[src/rtl/cbuf_dag_pkg.sv]
package cbuf_dag_pkg;

    localparam int LOW_W  = 16;
    localparam int IMM_W  = 8;
    localparam int PAGE_W = 8;
    localparam int NPTR   = 4;
    localparam int NMOD   = 4;
    localparam int IDX_W  = $clog2(NPTR);
    localparam int MIDX_W = $clog2(NMOD);
    localparam int ADDR_W = PAGE_W + LOW_W;
    localparam int KIND_W = 3;
    localparam int SEL_W  = KIND_W + IDX_W;

    typedef enum logic [1:0] {
        MODE_POST_MREG  = 2'd0,
        MODE_PRE_KEEP   = 2'd1,
        MODE_PRE_IMM    = 2'd2,
        MODE_POST_IMM   = 2'd3
    } acc_mode_e;

    typedef enum logic [KIND_W-1:0] {
        KIND_PTR  = 3'd0,
        KIND_MOD  = 3'd1,
        KIND_LEN  = 3'd2,
        KIND_BASE = 3'd3,
        KIND_PAGE = 3'd4
    } reg_kind_e;

    typedef struct packed {
        logic [LOW_W-1:0] ptr;
        logic [LOW_W-1:0] modv;
        logic [LOW_W-1:0] len;
        logic [LOW_W-1:0] base;
    } wrap_in_t;

    function automatic logic [LOW_W-1:0] sext_imm(input logic [IMM_W-1:0] v);
        return {{(LOW_W-IMM_W){v[IMM_W-1]}}, v};
    endfunction

    function automatic logic mode_is_pre(input acc_mode_e m);
        return (m == MODE_PRE_KEEP) || (m == MODE_PRE_IMM);
    endfunction

    function automatic logic mode_writes_back(input acc_mode_e m);
        return m != MODE_PRE_KEEP;
    endfunction

endpackage

[src/rtl/cbuf_dag_wrap.sv]
module cbuf_dag_wrap
    import cbuf_dag_pkg::*;
(
    input  wrap_in_t         win,
    output logic [LOW_W-1:0] nxt
);
    localparam int EXT_W = LOW_W + 2;

    logic signed [EXT_W-1:0] sum_s;
    logic signed [EXT_W-1:0] lo_s;
    logic signed [EXT_W-1:0] hi_s;
    logic signed [EXT_W-1:0] len_s;

    always_comb begin
        sum_s = $signed({2'b00, win.ptr}) + $signed({{2{win.modv[LOW_W-1]}}, win.modv});
        lo_s  = $signed({2'b00, win.base});
        len_s = $signed({2'b00, win.len});
        hi_s  = lo_s + len_s;
        if (win.len == '0)
            nxt = LOW_W'(sum_s);
        else if (sum_s >= hi_s)
            nxt = LOW_W'(sum_s - len_s);
        else if (sum_s < lo_s)
            nxt = LOW_W'(sum_s + len_s);
        else
            nxt = LOW_W'(sum_s);
    end

    // Guard for the window check: pointer inside a window that fits the page,
    // modifier magnitude below the length.
    logic [LOW_W-1:0] mag;
    logic [LOW_W:0]   win_end;
    logic             in_win;
    assign mag     = win.modv[LOW_W-1] ? (~win.modv + 1'b1) : win.modv;
    assign win_end = {1'b0, win.base} + {1'b0, win.len};
    assign in_win  = (win.len != '0) && (win.ptr >= win.base) &&
                     ({1'b0, win.ptr} < win_end) && (win_end <= {1'b1, {LOW_W{1'b0}}}) &&
                     (mag < win.len);

    always_comb begin
        if (in_win) begin
            assert_stay_in_window_R7: assert (nxt >= win.base && {1'b0, nxt} < win_end)
                else $error("wrapped pointer left its window");
        end
    end

endmodule

[src/rtl/cbuf_dag_regs.sv]
module cbuf_dag_regs
    import cbuf_dag_pkg::*;
(
    input  logic                clk,
    input  logic                rst,
    input  logic                bank,
    input  logic                wr_en,
    input  reg_kind_e           wr_kind,
    input  logic [IDX_W-1:0]    wr_idx,
    input  logic [LOW_W-1:0]    wr_data,
    input  logic                upd_en,
    input  logic [IDX_W-1:0]    upd_idx,
    input  logic [LOW_W-1:0]    upd_val,
    input  logic [IDX_W-1:0]    rd_idx,
    input  logic [MIDX_W-1:0]   rd_midx,
    output logic [LOW_W-1:0]    rd_ptr,
    output logic [LOW_W-1:0]    rd_mod,
    output logic [LOW_W-1:0]    rd_len,
    output logic [LOW_W-1:0]    rd_base,
    output logic [PAGE_W-1:0]   rd_page
);
    localparam int NBANK = 2;

    logic [NBANK-1:0][NPTR-1:0][LOW_W-1:0] ptr_q;
    logic [NBANK-1:0][NMOD-1:0][LOW_W-1:0] mod_q;
    logic [NBANK-1:0][NPTR-1:0][LOW_W-1:0] len_q;
    logic [NBANK-1:0][NPTR-1:0][LOW_W-1:0] base_q;
    logic [NBANK-1:0][PAGE_W-1:0]          page_q;

    always_ff @(posedge clk) begin
        if (rst) begin
            ptr_q  <= '0;
            mod_q  <= '0;
            len_q  <= '0;
            base_q <= '0;
            page_q <= '0;
        end else begin
            if (upd_en)
                ptr_q[bank][upd_idx] <= upd_val;
            // later assignment: a pointer write overrides the update
            if (wr_en) begin
                case (wr_kind)
                    KIND_PTR:  ptr_q[bank][wr_idx]  <= wr_data;
                    KIND_MOD:  mod_q[bank][MIDX_W'(wr_idx)] <= wr_data;
                    KIND_LEN:  len_q[bank][wr_idx]  <= wr_data;
                    KIND_BASE: base_q[bank][wr_idx] <= wr_data;
                    KIND_PAGE: page_q[bank]         <= wr_data[PAGE_W-1:0];
                    default: ;
                endcase
            end
        end
    end

    assign rd_ptr  = ptr_q[bank][rd_idx];
    assign rd_mod  = mod_q[bank][rd_midx];
    assign rd_len  = len_q[bank][rd_idx];
    assign rd_base = base_q[bank][rd_idx];
    assign rd_page = page_q[bank];

    assert_ptr_hold_R3: assert property (@(posedge clk) disable iff (rst)
        (!upd_en && !(wr_en && wr_kind == KIND_PTR)) |=> $stable(ptr_q))
        else $error("pointer changed without update or write");

    assert_other_bank_R10: assert property (@(posedge clk) disable iff (rst)
        1'b1 |=> (ptr_q[~$past(bank)] == $past(ptr_q[~bank]) &&
                  page_q[~$past(bank)] == $past(page_q[~bank])))
        else $error("inactive set was modified");

    assert_wr_wins_R11: assert property (@(posedge clk) disable iff (rst)
        (wr_en && wr_kind == KIND_PTR) |=> (ptr_q[$past(bank)][$past(wr_idx)] == $past(wr_data)))
        else $error("pointer write lost against update");

endmodule

[src/rtl/cbuf_dag.sv]
module cbuf_dag
    import cbuf_dag_pkg::*;
(
    input  logic               clk,
    input  logic               rst,
    input  logic               bank_sel,
    input  logic               acc_valid,
    input  logic [1:0]         acc_mode,
    input  logic [IDX_W-1:0]   acc_ptr,
    input  logic [MIDX_W-1:0]  acc_msel,
    input  logic [IMM_W-1:0]   acc_imm,
    input  logic               wr_en,
    input  logic [SEL_W-1:0]   wr_sel,
    input  logic [LOW_W-1:0]   wr_data,
    output logic               addr_valid,
    output logic [ADDR_W-1:0]  addr_out
);
    acc_mode_e         mode;
    reg_kind_e         wr_kind;
    logic [LOW_W-1:0]  rd_ptr, rd_mod, rd_len, rd_base;
    logic [PAGE_W-1:0] rd_page;
    logic [LOW_W-1:0]  nxt;
    logic [LOW_W-1:0]  low_sel;
    logic              upd_en;
    wrap_in_t          win;

    assign mode    = acc_mode_e'(acc_mode);
    assign wr_kind = reg_kind_e'(wr_sel[SEL_W-1:IDX_W]);

    cbuf_dag_regs u_regs (
        .clk     (clk),
        .rst     (rst),
        .bank    (bank_sel),
        .wr_en   (wr_en),
        .wr_kind (wr_kind),
        .wr_idx  (wr_sel[IDX_W-1:0]),
        .wr_data (wr_data),
        .upd_en  (upd_en),
        .upd_idx (acc_ptr),
        .upd_val (nxt),
        .rd_idx  (acc_ptr),
        .rd_midx (acc_msel),
        .rd_ptr  (rd_ptr),
        .rd_mod  (rd_mod),
        .rd_len  (rd_len),
        .rd_base (rd_base),
        .rd_page (rd_page)
    );

    always_comb begin
        win.ptr  = rd_ptr;
        win.modv = acc_mode[1] ? sext_imm(acc_imm) : rd_mod;
        win.len  = rd_len;
        win.base = rd_base;
    end

    cbuf_dag_wrap u_wrap (
        .win (win),
        .nxt (nxt)
    );

    assign upd_en  = acc_valid && mode_writes_back(mode);
    assign low_sel = mode_is_pre(mode) ? nxt : rd_ptr;

    always_ff @(posedge clk) begin
        if (rst) begin
            addr_valid <= 1'b0;
            addr_out   <= '0;
        end else begin
            addr_valid <= acc_valid;
            if (acc_valid)
                addr_out <= {rd_page, low_sel};
        end
    end

    assert_valid_follows_R12: assert property (@(posedge clk) disable iff (rst)
        acc_valid |=> addr_valid)
        else $error("access gave no valid address");

    assert_idle_quiet_R12: assert property (@(posedge clk) disable iff (rst)
        !acc_valid |=> !addr_valid)
        else $error("valid without access");

    assert_page_bits_R9: assert property (@(posedge clk) disable iff (rst)
        acc_valid |=> (addr_out[ADDR_W-1:LOW_W] == $past(rd_page)))
        else $error("page bits disturbed");

    assert_post_old_R2: assert property (@(posedge clk) disable iff (rst)
        (acc_valid && !mode_is_pre(mode)) |=> (addr_out[LOW_W-1:0] == $past(rd_ptr)))
        else $error("post-modify did not output old pointer");

endmodule

[config.mk]
export PLATFORM = sky130hd
export DESIGN_NAME = cbuf_dag
export DESIGN_NICKNAME = d
export VERILOG_FILES = /design/src/rtl/cbuf_dag_pkg.sv /design/src/rtl/cbuf_dag_wrap.sv /design/src/rtl/cbuf_dag_regs.sv /design/src/rtl/cbuf_dag.sv
export SDC_FILE = /design/constraint.sdc
export NUM_CORES = 2
export LEC_CHECK = 0
export BUFFER_PORTS_ARGS = -buffer_cell sky130_fd_sc_hd__buf_2
export CAP_MARGIN = 40
export CORE_ASPECT_RATIO = 1.75
export CORE_MARGIN = 8
export CORE_UTILIZATION = 43
export CTS_CLUSTER_DIAMETER = 60
export CTS_CLUSTER_SIZE = 20
export DETAILED_ROUTE_END_ITERATION = 6
export PLACE_DENSITY = 0.66
export SLEW_MARGIN = 20
export SYNTH_ARGS = -nofsm -noshare
export SYNTH_HDL_FRONTEND = slang
export SYNTH_SLANG_ARGS = --single-unit
[constraint.sdc]
create_clock -name clk -period 29.3 [get_ports clk]
set_input_delay 8.79 -clock clk [delete_from_list [all_inputs] [get_ports clk]]
set_output_delay 8.79 -clock clk [all_outputs]
set_load 0.02 [all_outputs]
==> impl_metrics.env <==
export IMPL_setup_viol=0
export IMPL_yosysTopAreaCellShare_pct=39.44
export IMPL_final_nets=3667
export IMPL_core_mm2=0.06501
export IMPL_fin_util_pct=46.89
export IMPL_wl_mm=113.0
export IMPL_skew_ns=0.03319
export IMPL_track_usage_pct=29.33
export IMPL_grt_overflow_total=0
export IMPL_netlist_top_cells_area="dfxtp_1, nand2_1, a21oi_1, ha_1, mux4_2"
export IMPL_r2r_end="u_regs.ptr_q[12]"
export IMPL_critPathLaunchType="input pin"
export IMPL_yosys_warnings=0
export IMPL_yosys_area_top_type="dfxtp_1"
export IMPL_via_per_inst=6.318
export IMPL_maxSlewViolCount=0
export IMPL_period_share_pct=57.78
export IMPL_end_kind="flip-flop"
export IMPL_postCtsHoldBufs=0
export IMPL_cts_resized=0
export IMPL_violations="DRC"
export IMPL_fin_ws_ns=12.37
export IMPL_io_buffers=64
export IMPL_synth_cell_types=90
export IMPL_start_util_pct=43.18
export IMPL_synth_seq_cells=553
export IMPL_async_flop_share_pct=0
export IMPL_min_path_type="reg -> reg"
export IMPL_critPathMaxFanout=48
export IMPL_cts_htree_levels=2
export IMPL_fmaxAchievable_mhz=59.07
export IMPL_r2r_cells=21
export IMPL_hold_viol=0
export IMPL_multi_input_area_mm2=0.01585
export IMPL_root_buffer="clkbuf_16"
export IMPL_drv_cap=0
export IMPL_worstSetupPathType="in -> reg"
export IMPL_fp_dieH_um=354.0
export IMPL_clkSinkCount=553
export IMPL_min_from="u_regs.len_q[109]"
export IMPL_route_vias_total=27560
export IMPL_final_common_cell="nand2_1"
export IMPL_drive_gt1_share_pct=9.325
export IMPL_grt_pass1_wl_mm=166.6
export IMPL_n_fill_cell=6403
export IMPL_routabilityCongestion=0.9867
export IMPL_syn_area_mm2=0.02807
export IMPL_firstDrtPassIters=7
export IMPL_clock_path_buffers=3
export IMPL_synth_edf_count=0
export IMPL_clk_pin_slew_ns=0.08
export IMPL_hold_end="u_regs.len_q[109]"
export IMPL_irDropWorstVdd_v=0.00004194
export IMPL_antenna_found_initial=5
export IMPL_wl_per_cell_um=25.92
export IMPL_syn_inst=3592
export IMPL_clkLatencyLatePin_ns=0.59
export IMPL_area_growth_syn_to_layout_pct=8.603
export IMPL_mostFrequentLayoutCells="nand2_1, dfxtp_1, a21oi_1, nor2_1, o21ai_0"
export IMPL_antenna_left=0
export IMPL_cp_arrival_ns=17.36
export IMPL_cts_buffers=35
export IMPL_grt_setup_unrepaired="no"
export IMPL_avgSynthCellArea_um2=7.814
export IMPL_cp_required_ns=29.73
export IMPL_final_cells=4362
export IMPL_register_area_mm2=0.01107
export IMPL_rows=124
export IMPL_drt_initial_drc_count=3113
export IMPL_finalSetupTns_ns=0
export IMPL_synth_nets=3727
export IMPL_p_leak_nw=10.88
export IMPL_whs_ns=0.4548
export IMPL_dpl_worst_slack_ns=12.10
export IMPL_die_w_um=209.1
export IMPL_worst_pin_slew_ns=1.159
export IMPL_outcome="finished with violations"
export IMPL_synth_ff_type="dfxtp_1"
export IMPL_r2r_slack_ns=21.91
export IMPL_slew_headroom_pct=22.72
export IMPL_post_route_drc_count=1
export IMPL_cts_tree="done"
export IMPL_die_area_mm2=0.07403
export IMPL_dp_cells=4312
export IMPL_yosysSeqAreaShare_pct=39.44
export IMPL_pin_count=65
export IMPL_grt_pass1_vias=26410
export IMPL_min_period_ns=16.93
export IMPL_hpwlAfterDp_mm=76.56
export IMPL_whs_path_depth=2
export IMPL_postCtsSetupBuffers=0
export IMPL_powerDensity_mw_per_mm2=51.20
export IMPL_grt_max_degree=165
export IMPL_regToRegStartpoint="u_regs.mod_q[80]"
-- area by class of cell --
class | instances | area share, %
multi-input cells | 2713 | 51.98
flip-flops and latches | 553 | 36.32
repair buffers | 168 | 4.244
well taps | 819 | 3.362
clock buffers | 38 | 2.976
inverters | 61 | 0.7511
clock inverters | 6 | 0.3366
diodes | 4 | 0.03284
-- critical path, stage by stage --
cell and delay [ns]:
buf_2 0.08, buf_4 0.59, inv_1 0.47, nand2_1 0.42, nor2_2 0.05, buf_4 0.26
a221o_1 0.35, nor3_1 0.64, inv_1 0.22, ha_1 0.36, a211oi_1 0.32, nor2_1 0.10
o21a_1 0.20, nor4_1 0.27, nor2_1 0.11, xnor2_1 0.15, ha_1 0.21, a2111oi_0 0.30
o21ai_0 0.23, a221oi_2 0.41, a311oi_2 0.19, o311ai_1 0.51, a2111oi_2 0.19, nor2_1 0.62
a22oi_1 0.23, o32ai_2 0.76, o31a_1 0.22, nor3_1 0.05
-- metrics by stage --
step	area (um^2)	total power, W
2_1_floorplan	28070	0.0009546
3_3_place_gp	28990	0.001051
3_5_place_dp	29430	0.001058
4_1_cts	30440	0.001555
5_1_grt	30470	0.001605
6_report	30480	0.001561
-- how the worst max path moves through the flow --
stage | startpoint | to | slack (ns)
2_1_floorplan | bank_sel | u_regs.ptr_q[121] | 13.26
3_3_place_gp | acc_ptr[0] | addr_out[2] | 12.06
3_5_place_dp | acc_ptr[0] | u_regs.ptr_q[28] | 12.10
4_1_cts | acc_ptr[0] | u_regs.ptr_q[12] | 12.70
5_1_grt | acc_ptr[0] | addr_out[7] | 11.98
6_report | acc_ptr[0] | u_regs.ptr_q[12] | 12.37
-- cells by family after synthesis --
| family | share of synthesized area (%) |
|---|---|
| and+or+nand+nor | 20.01 |
| DFF | 39.44 |
| muxes | 6.272 |
| adders and majority gates | 4.342 |
| buffers and inverters | 4.524 |
| xor gates and xnor gates | 1.030 |
| AOI/OAI and AO/OA | 24.39 |
-- metal layers --
layer  GRT usage (%)  share of wire (%)  wire [um]  vias to the layer above
li1                -                  -          -                    12500
met1           31.57                 35      39030                    13040
met2           49.02                 47      53190                     1496
met3           5.197                8.5       9565                      515
met4           26.00                9.9      11230                        4
met5               0              0.024         27                        -
-- Yosys cell counts, types with 11 or more instances --
master    number
nand2_1      938
dfxtp_1      553
a21oi_1      506
clkbuf_1     221
nor2_1       203
o21ai_0      138
ha_1          91
a22oi_1       80
mux2i_1       69
o22ai_1       66
inv_1         59
nor3_1        56
nand3_1       44
a211oi_1      43
mux4_2        38
a21o_1        36
a221oi_1      29
a22o_1        27
a32oi_1       20
buf_2         20
nor2b_1       20
xnor2_1       20
mux2_2        19
and3_1        17
a31oi_1       16
buf_1         16
o211ai_1      14
xor2_1        13
nand2b_1      12
o21a_1        12
o221ai_1      12
a311oi_1      11
nand4_1       11
o21bai_1      11
o31a_1        11
-- registers in the layout, summed over array words and instances (netlist names) --
| register | count |
|---|---|
| u_regs.page_q | 16 |
| u_regs.mod_q | 128 |
| u_regs.ptr_q | 128 |
| u_regs.base_q | 128 |
| u_regs.len_q | 128 |
| addr_valid | 1 |
| addr_out | 24 |
-- where the power goes --
part           leakage (nW)  switching, W  internal (W)
Sequential             4.47    0.00000763      0.000762
Clock                 0.496      0.000275      0.000235
Combinational          5.92      0.000198     0.0000819
Total                  10.9      0.000481       0.00108
No activity file was read; power rests on OpenSTA's default activity.
